`src/rtl/mexe_pkg.sv`:
```
package mexe_pkg;

  localparam logic [5:0] OPC_REG   = 6'd0;
  localparam logic [5:0] OPC_LDW   = 6'd35;
  localparam logic [5:0] OPC_STW   = 6'd43;
  localparam logic [5:0] OPC_LDB   = 6'd32;
  localparam logic [5:0] OPC_STB   = 6'd40;
  localparam logic [5:0] FN_ADD    = 6'd32;
  localparam logic [5:0] FN_SUB    = 6'd34;

  typedef enum logic [2:0] {
    OPK_ADD, OPK_SUB, OPK_LDW, OPK_STW, OPK_LDB, OPK_STB, OPK_BAD
  } opk_e;

  typedef struct packed {
    opk_e        kind;
    logic [4:0]  rs;
    logic [4:0]  rt;
    logic [4:0]  rd;
    logic [15:0] imm;
  } dec_t;

endpackage

```
`src/rtl/mexe_decode.sv`:
```
module mexe_decode
  import mexe_pkg::*;
(
  input  logic [31:0] instr,
  output dec_t        dec
);

  logic [5:0] opc;
  logic [5:0] fn;

  assign opc = instr[31:26];
  assign fn  = instr[5:0];

  always_comb begin
    dec.rs   = instr[25:21];
    dec.rt   = instr[20:16];
    dec.rd   = instr[15:11];
    dec.imm  = instr[15:0];
    dec.kind = OPK_BAD;
    unique case (opc)
      OPC_REG: begin
        if (fn == FN_ADD)      dec.kind = OPK_ADD;
        else if (fn == FN_SUB) dec.kind = OPK_SUB;
      end
      OPC_LDW: dec.kind = OPK_LDW;
      OPC_STW: dec.kind = OPK_STW;
      OPC_LDB: dec.kind = OPK_LDB;
      OPC_STB: dec.kind = OPK_STB;
      default: dec.kind = OPK_BAD;
    endcase
  end

endmodule

```
`src/rtl/mexe_regfile.sv`:
```
module mexe_regfile #(
  parameter int DW = 32,
  parameter int AW = 5
) (
  input  logic          clk,
  input  logic [AW-1:0] ra_a,
  input  logic [AW-1:0] ra_b,
  output logic [DW-1:0] rd_a,
  output logic [DW-1:0] rd_b,
  input  logic          we,
  input  logic [AW-1:0] wa,
  input  logic [DW-1:0] wd
);

  localparam int NENT = 1 << AW;

  // entry 0 has no storage: it reads as zero and absorbs writes
  logic [DW-1:0] ent_q [1:NENT-1];

  for (genvar i = 1; i < NENT; i++) begin : g_ent
    always_ff @(posedge clk) begin
      if (we && (wa == AW'(i))) ent_q[i] <= wd;
    end
  end

  assign rd_a = (ra_a == '0) ? '0 : ent_q[ra_a];
  assign rd_b = (ra_b == '0) ? '0 : ent_q[ra_b];

endmodule

```
`src/rtl/mexe_lsu.sv`:
```
module mexe_lsu
  import mexe_pkg::*;
#(
  parameter int DW = 32
) (
  input  logic            clk,
  input  logic            rst_sn,
  input  logic            active,
  input  opk_e            kind,
  input  logic [DW-1:0]   base,
  input  logic [15:0]     imm,
  input  logic [DW-1:0]   store_val,
  input  logic [DW-1:0]   rdata,
  output logic [DW-1:0]   addr,
  output logic [DW/8-1:0] wstrb,
  output logic [DW-1:0]   wdata,
  output logic [DW-1:0]   load_val
);

  localparam int NLANE = DW / 8;
  localparam int OFFW  = $clog2(NLANE);

  logic [DW-1:0]   ea;
  logic [OFFW-1:0] off;
  logic [OFFW-1:0] lane;
  logic [7:0]      byte_sel;

  assign ea       = base + {{(DW-16){imm[15]}}, imm};
  assign off      = ea[OFFW-1:0];
  assign lane     = OFFW'(NLANE - 1) - off;
  assign addr     = {ea[DW-1:OFFW], {OFFW{1'b0}}};
  assign byte_sel = rdata[{lane, 3'b000} +: 8];

  always_comb begin
    wstrb = '0;
    wdata = store_val;
    if (kind == OPK_STW) begin
      wstrb = '1;
    end else if (kind == OPK_STB) begin
      wstrb = NLANE'(1) << lane;
      wdata = {NLANE{store_val[7:0]}};
    end
  end

  assign load_val = (kind == OPK_LDB) ? {{(DW-8){byte_sel[7]}}, byte_sel} : rdata;

  AST_BYTE_STROBE_SINGLE: assert property (@(posedge clk) disable iff (!rst_sn)
    (active && kind == OPK_STB) |-> ($countones(wstrb) == 1));

endmodule

```
`src/rtl/mexe_core.sv`:
```
module mexe_core
  import mexe_pkg::*;
#(
  parameter int DW = 32,
  parameter int AW = 5
) (
  input  logic          clk,
  input  logic          rst_n,
  input  logic          step_en,
  input  logic [31:0]   instr_in,
  output logic [DW-1:0] pc_out,
  output logic          illegal_out,
  output logic [DW-1:0] mem_addr,
  output logic          mem_rd_en,
  output logic          mem_wr_en,
  output logic [DW/8-1:0] mem_wstrb,
  output logic [DW-1:0] mem_wdata,
  input  logic [DW-1:0] mem_rdata
);

  localparam int NLANE = DW / 8;

  // reset: asserted asynchronously, released through two flops
  logic [1:0] rsync_q;
  logic       rst_sn;

  always_ff @(posedge clk or negedge rst_n) begin
    if (!rst_n) rsync_q <= '0;
    else        rsync_q <= {rsync_q[0], 1'b1};
  end
  assign rst_sn = rsync_q[1];

  dec_t dec;
  mexe_decode u_dec (.instr(instr_in), .dec(dec));

  logic [DW-1:0] src_a, src_b;
  logic          rf_we;
  logic [AW-1:0] rf_wa;
  logic [DW-1:0] rf_wd;
  logic [DW-1:0] ld_val;
  logic          is_load, is_store, is_alu;

  assign is_load  = (dec.kind == OPK_LDW) || (dec.kind == OPK_LDB);
  assign is_store = (dec.kind == OPK_STW) || (dec.kind == OPK_STB);
  assign is_alu   = (dec.kind == OPK_ADD) || (dec.kind == OPK_SUB);

  mexe_regfile #(.DW(DW), .AW(AW)) u_rf (
    .clk  (clk),
    .ra_a (dec.rs[AW-1:0]),
    .ra_b (dec.rt[AW-1:0]),
    .rd_a (src_a),
    .rd_b (src_b),
    .we   (rf_we),
    .wa   (rf_wa),
    .wd   (rf_wd)
  );

  mexe_lsu #(.DW(DW)) u_lsu (
    .clk       (clk),
    .rst_sn    (rst_sn),
    .active    (step_en),
    .kind      (dec.kind),
    .base      (src_a),
    .imm       (dec.imm),
    .store_val (src_b),
    .rdata     (mem_rdata),
    .addr      (mem_addr),
    .wstrb     (mem_wstrb),
    .wdata     (mem_wdata),
    .load_val  (ld_val)
  );

  // writeback selection
  always_comb begin
    rf_we = step_en && rst_sn && (is_alu || is_load);
    rf_wa = is_load ? dec.rt[AW-1:0] : dec.rd[AW-1:0];
    unique case (dec.kind)
      OPK_ADD: rf_wd = src_a + src_b;
      OPK_SUB: rf_wd = src_a - src_b;
      default: rf_wd = ld_val;
    endcase
  end

  assign mem_rd_en   = step_en && is_load;
  assign mem_wr_en   = step_en && is_store;
  assign illegal_out = step_en && (dec.kind == OPK_BAD);

  // program counter
  logic [DW-1:0] pc_q, pc_d;

  always_comb begin
    pc_d = pc_q;
    if (step_en) pc_d = pc_q + DW'(4);
  end

  always_ff @(posedge clk or negedge rst_sn) begin
    if (!rst_sn) pc_q <= '0;
    else         pc_q <= pc_d;
  end

  assign pc_out = pc_q;

  AST_PC_ADVANCE: assert property (@(posedge clk) disable iff (!rst_sn)
    step_en |=> (pc_out == $past(pc_out) + DW'(4)));

  AST_PC_HOLD: assert property (@(posedge clk) disable iff (!rst_sn)
    !step_en |=> $stable(pc_out));

  AST_ILLEGAL_NO_EFFECT: assert property (@(posedge clk) disable iff (!rst_sn)
    illegal_out |-> (!mem_wr_en && !mem_rd_en && !rf_we));

  AST_RD_WR_EXCLUSIVE: assert property (@(posedge clk) disable iff (!rst_sn)
    !(mem_rd_en && mem_wr_en));

  AST_STORE_NO_REGWRITE: assert property (@(posedge clk) disable iff (!rst_sn)
    mem_wr_en |-> !rf_we);

  AST_STROBE_IDLE: assert property (@(posedge clk) disable iff (!rst_sn)
    !mem_wr_en |-> (mem_wstrb == '0));

  localparam int UNUSED_LANES = NLANE;

endmodule

```
`config.mk`:
```
export PLATFORM = sky130hd
export DESIGN_NAME = mexe_core
export DESIGN_NICKNAME = d
export VERILOG_FILES = /design/src/rtl/mexe_pkg.sv /design/src/rtl/mexe_decode.sv /design/src/rtl/mexe_regfile.sv /design/src/rtl/mexe_lsu.sv /design/src/rtl/mexe_core.sv
export SDC_FILE = /design/constraint.sdc
export NUM_CORES = 2
export LEC_CHECK = 0
export BUFFER_PORTS_ARGS = -buffer_cell sky130_fd_sc_hd__buf_2
export CORE_MARGIN = 5
export CORE_UTILIZATION = 30
export DETAILED_ROUTE_END_ITERATION = 16
export GPL_ROUTABILITY_DRIVEN = 0
export PLACE_DENSITY = 0.51
export SLEW_MARGIN = 20
export SYNTH_ARGS = -nofsm -noshare
export SYNTH_HDL_FRONTEND = slang
export SYNTH_SLANG_ARGS = --single-unit
```
`constraint.sdc`:
```
create_clock -name clk -period 13 [get_ports clk]
set_input_delay 2.6 -clock clk [delete_from_list [all_inputs] [get_ports clk]]
set_output_delay 2.6 -clock clk [all_outputs]
set_load 0.1 [all_outputs]
```
==> flow_metrics.env <==
export IMPL_die_x_um=429
export IMPL_timing_fmax_mhz=87.9
export IMPL_drive_gt1_frac=0.248
export IMPL_timing_final_crit_period_ns=11.38
export IMPL_netlist_area_um2=52700
export IMPL_worstPathArrival_ns=8.78
export IMPL_clk_pin_slew_ns=0.06
export IMPL_cts_buffers=107
export IMPL_path_cells="buf_8 -> or2_4 -> buf_4 -> o221ai_1 -> a21oi_1 -> nor3_1 -> a21oi_1 -> nor2_1 -> ha_1 -> a21o_1 -> a21o_1 -> a2111oi_0 -> o31ai_1 -> nand4_1 -> a32oi_1 -> a21boi_0 -> o211ai_1 -> a2111o_1 -> o211ai_1 -> buf_2"
export IMPL_grt_pass1_wl_mm=274
export IMPL_synth_edf_count=992
export IMPL_finish_instance_area_um2=60500
export IMPL_dr_first_iter_drc_count=4235
export IMPL_synth_top_cell_area_share=0.565
export IMPL_cts_max_path_buffers=3
export IMPL_start_kind="primary input"
export IMPL_required_ns=10.40
export IMPL_clock_skew_ns=0.0439
export IMPL_hold_buffers=0
export IMPL_grt_usage=0.205
export IMPL_crit_reg2reg_launch="u_rf.ent_q[31][10]"
export IMPL_cts_setup_buffers=0
export IMPL_grt_pass1_vias=35500
export IMPL_crit_family="compound AO/OA/AOI/OAI gates"
export IMPL_syn_avg_cell_area_um2=14.9
export IMPL_dr_pass1_iters=7
export IMPL_wl_mm=195
export IMPL_drt_wirelength_per_cell_um=31.8
export IMPL_min_path_type="register to asynchronous set/reset pin"
export IMPL_setup_tns_ns=0
export IMPL_cts_root_buffer="clkbuf_16"
export IMPL_syn_to_final_growth_pct=14.8
export IMPL_hold_viol=0
export IMPL_overflow=0
export IMPL_end_kind="output pin"
export IMPL_p_leak_nw=20.2
export IMPL_ant_nets=0
export IMPL_die_h_um=429
export IMPL_powerDensity_nw_per_um2=140
export IMPL_grt_max_degree=88
export IMPL_port_buffers=165
export IMPL_status="completed"
export IMPL_synthFlopType="edfxtp_1"
export IMPL_cts_max_level=3
export IMPL_cts_resized_gates=0
export IMPL_worst_slew_pin_slew_ns=1.22
export IMPL_place_area_um2=56800
export IMPL_crit_start="instr_in[22]"
export IMPL_crit_buf_inv=3
export IMPL_cts_num_sinks=1024
export IMPL_dr_total_vias=35800
export IMPL_rows=153
export IMPL_reg2reg_depth=21
export IMPL_cp_depth=20
export IMPL_maxSlewHeadroom=0.167
export IMPL_cts_tree="built"
export IMPL_rsz0062_at_grt="no"
export IMPL_met2_usage=0.337
export IMPL_crit_fanout=52
export IMPL_clkLatencyLatePin_ns=0.75
export IMPL_design_die_area_um2=184000
export IMPL_grt_busiest_layer="met2"
export IMPL_synthTopCellsByArea="edfxtp_1 (57%), mux4_2 (13%), mux2i_1 (5.8%)"
export IMPL_dp_hpwl_mm=120
export IMPL_gr_usage_met1=0.275
export IMPL_coreArea_um2=174000
export IMPL_ir_drop_uv=112
export IMPL_nets=3840
export IMPL_ios=170
export IMPL_ys_ff_latch=1024
export IMPL_ys_seq_area_frac=0.580
export IMPL_synth_cell_types=96
export IMPL_viasPerCell=5.85
export IMPL_synth_async_reset_ratio=0.0313
export IMPL_drv_slew=0
export IMPL_drc=0
export IMPL_critical_path_slowest_cell="or2_4"
export IMPL_num_fill_cells=16700
export IMPL_maxCapViolCount=0
export IMPL_path_class="primary input to output pin"
export IMPL_met3_usage=0.0340
export IMPL_fin_crit_sh=0.875
export IMPL_ys_warn_count=0
export IMPL_setup_viol=0
export IMPL_cpPeakStageDelay_ns=0.83
export IMPL_post_synth_top_area_cell="edfxtp_1"
export IMPL_antenna_found_initial=7
export IMPL_initial_core_util=0.302
export IMPL_syn_inst=3549
==> per-stage QoR <==
stage / std cells / util / hold slack [ns] / power [W] / worst slack, ns
3_3_place_gp: 5922 / 0.326 / 0.284 / 0.00532 / 1.70
2_1_floorplan: 3552 / - / 0.331 / 0.00488 / 2.09
4_1_cts: 6125 / 0.347 / 0.269 / 0.00852 / 1.67
5_1_grt: 6126 / 0.347 / 0.307 / 0.00875 / 1.23
3_5_place_dp: 5922 / 0.326 / 0.278 / 0.00532 / 1.70
6_report: 6127 / 0.347 / 0.249 / 0.00848 / 1.62
==> layer usage <==
| layer | routed length [um] | up-vias |
|---|---|---|
| met4 | 6820 | 2 |
| met5 | 13 | - |
| met2 | 92300 | 1770 |
| met1 | 80600 | 18800 |
| li1 | - | 14900 |
| met3 | 15200 | 332 |
==> placed cells by master (no fill, tap or decap), types with 13 or more instances in the layout <==
| cell type | netlist | final |
|---|---|---|
| mux4_2 | 307 | 307 |
| mux2_2 | 58 | 58 |
| inv_1 | 26 | 25 |
| nor2_4 | 0 | 33 |
| a22oi_1 | 41 | 41 |
| and2_1 | 17 | 17 |
| a21o_1 | 28 | 28 |
| o221ai_1 | 81 | 81 |
| nor3_1 | 57 | 55 |
| buf_2 | 54 | 159 |
| xor2_1 | 37 | 37 |
| a21oi_2 | 2 | 24 |
| nor2b_1 | 17 | 14 |
| xnor2_1 | 73 | 73 |
| nand2b_1 | 23 | 22 |
| nor2_1 | 163 | 130 |
| clkinv_2 | 0 | 22 |
| a21oi_1 | 271 | 241 |
| o22ai_1 | 93 | 93 |
| a221oi_1 | 17 | 17 |
| clkbuf_16 | 0 | 108 |
| buf_4 | 17 | 126 |
| nand4_1 | 17 | 17 |
| and3_1 | 19 | 18 |
| clkbuf_1 | 122 | 13 |
| ha_1 | 64 | 64 |
| dfrtp_1 | 32 | 32 |
| mux2i_1 | 307 | 307 |
| o21ai_0 | 129 | 128 |
| a22o_1 | 15 | 15 |
| nand3_1 | 44 | 44 |
| bufinv_16 | 0 | 16 |
| edfxtp_1 | 992 | 992 |
| nand2_1 | 122 | 121 |
| clkinv_1 | 2 | 28 |
| a211oi_1 | 39 | 39 |
==> cells by family after synthesis <==
kind of cell	synth area share
flops	0.580
compound gates	0.104
mux	0.205
simple gates	0.0507
buf+inv	0.0251
xor+xnor	0.0183
fa+ha+maj	0.0160
other cells	0.000142
==> sequential cells by signal, summed over array words and instances (netlist names) <==
name and cells:
u_rf.ent_q 992, rsync_q 2, pc_out 30
==> cells in the mapped netlist (11+ instances only) <==
library cell and count:
edfxtp_1 992, mux2i_1 307, mux4_2 307, a21oi_1 271, nor2_1 163, o21ai_0 129
clkbuf_1 122, nand2_1 122, o22ai_1 93, o221ai_1 81, xnor2_1 73, ha_1 64
mux2_2 58, nor3_1 57, buf_2 54, nand3_1 44, a22oi_1 41, a211oi_1 39
buf_1 38, xor2_1 37, dfrtp_1 32, a21o_1 28, inv_1 26, nand2b_1 23
and3_1 19, a221oi_1 17, and2_1 17, buf_4 17, nand4_1 17, nor2b_1 17
a22o_1 15, buf_6 15, o211ai_1 12, o21a_1 12, a31oi_1 11, o31ai_1 11
==> worst paths after layout <==
path / to / slack, ns
max reg2reg: u_rf.ent_q[25][31] / 5.74
max in group asynchronous: rsync_q[1] / 11.26
min reg2reg: pc_out[17] / 0.25
min: pc_out[17] / 0.25
max: mem_addr[31] / 1.62
min in group clk: rsync_q[1] / 0.35
==> layout make-up <==
cell class	count	area, um^2	area share
Timing Repair Buffer	296	1920	0.0317
Clock buffer	121	2750	0.0455
Inverter	28	105	0.00174
Multi-Input combinational cell	2250	21300	0.352
Antenna cell	1	2.50	0.0000414
Sequential cell	1024	30600	0.506
Clock inverter	82	902	0.0149
Tap cell	2325	2910	0.0481
==> report_power, final <==
group | switching (W) | total [W] | leakage, nW | internal, W
clock | 0.00136 | 0.00321 | 1.77 | 0.00185
sequential | 0.0000140 | 0.00366 | 9.35 | 0.00365
combinational | 0.00117 | 0.00160 | 9.12 | 0.000430
total | 0.00255 | 0.00848 | 20.2 | 0.00593
Power figures use the tool's default switching activity.
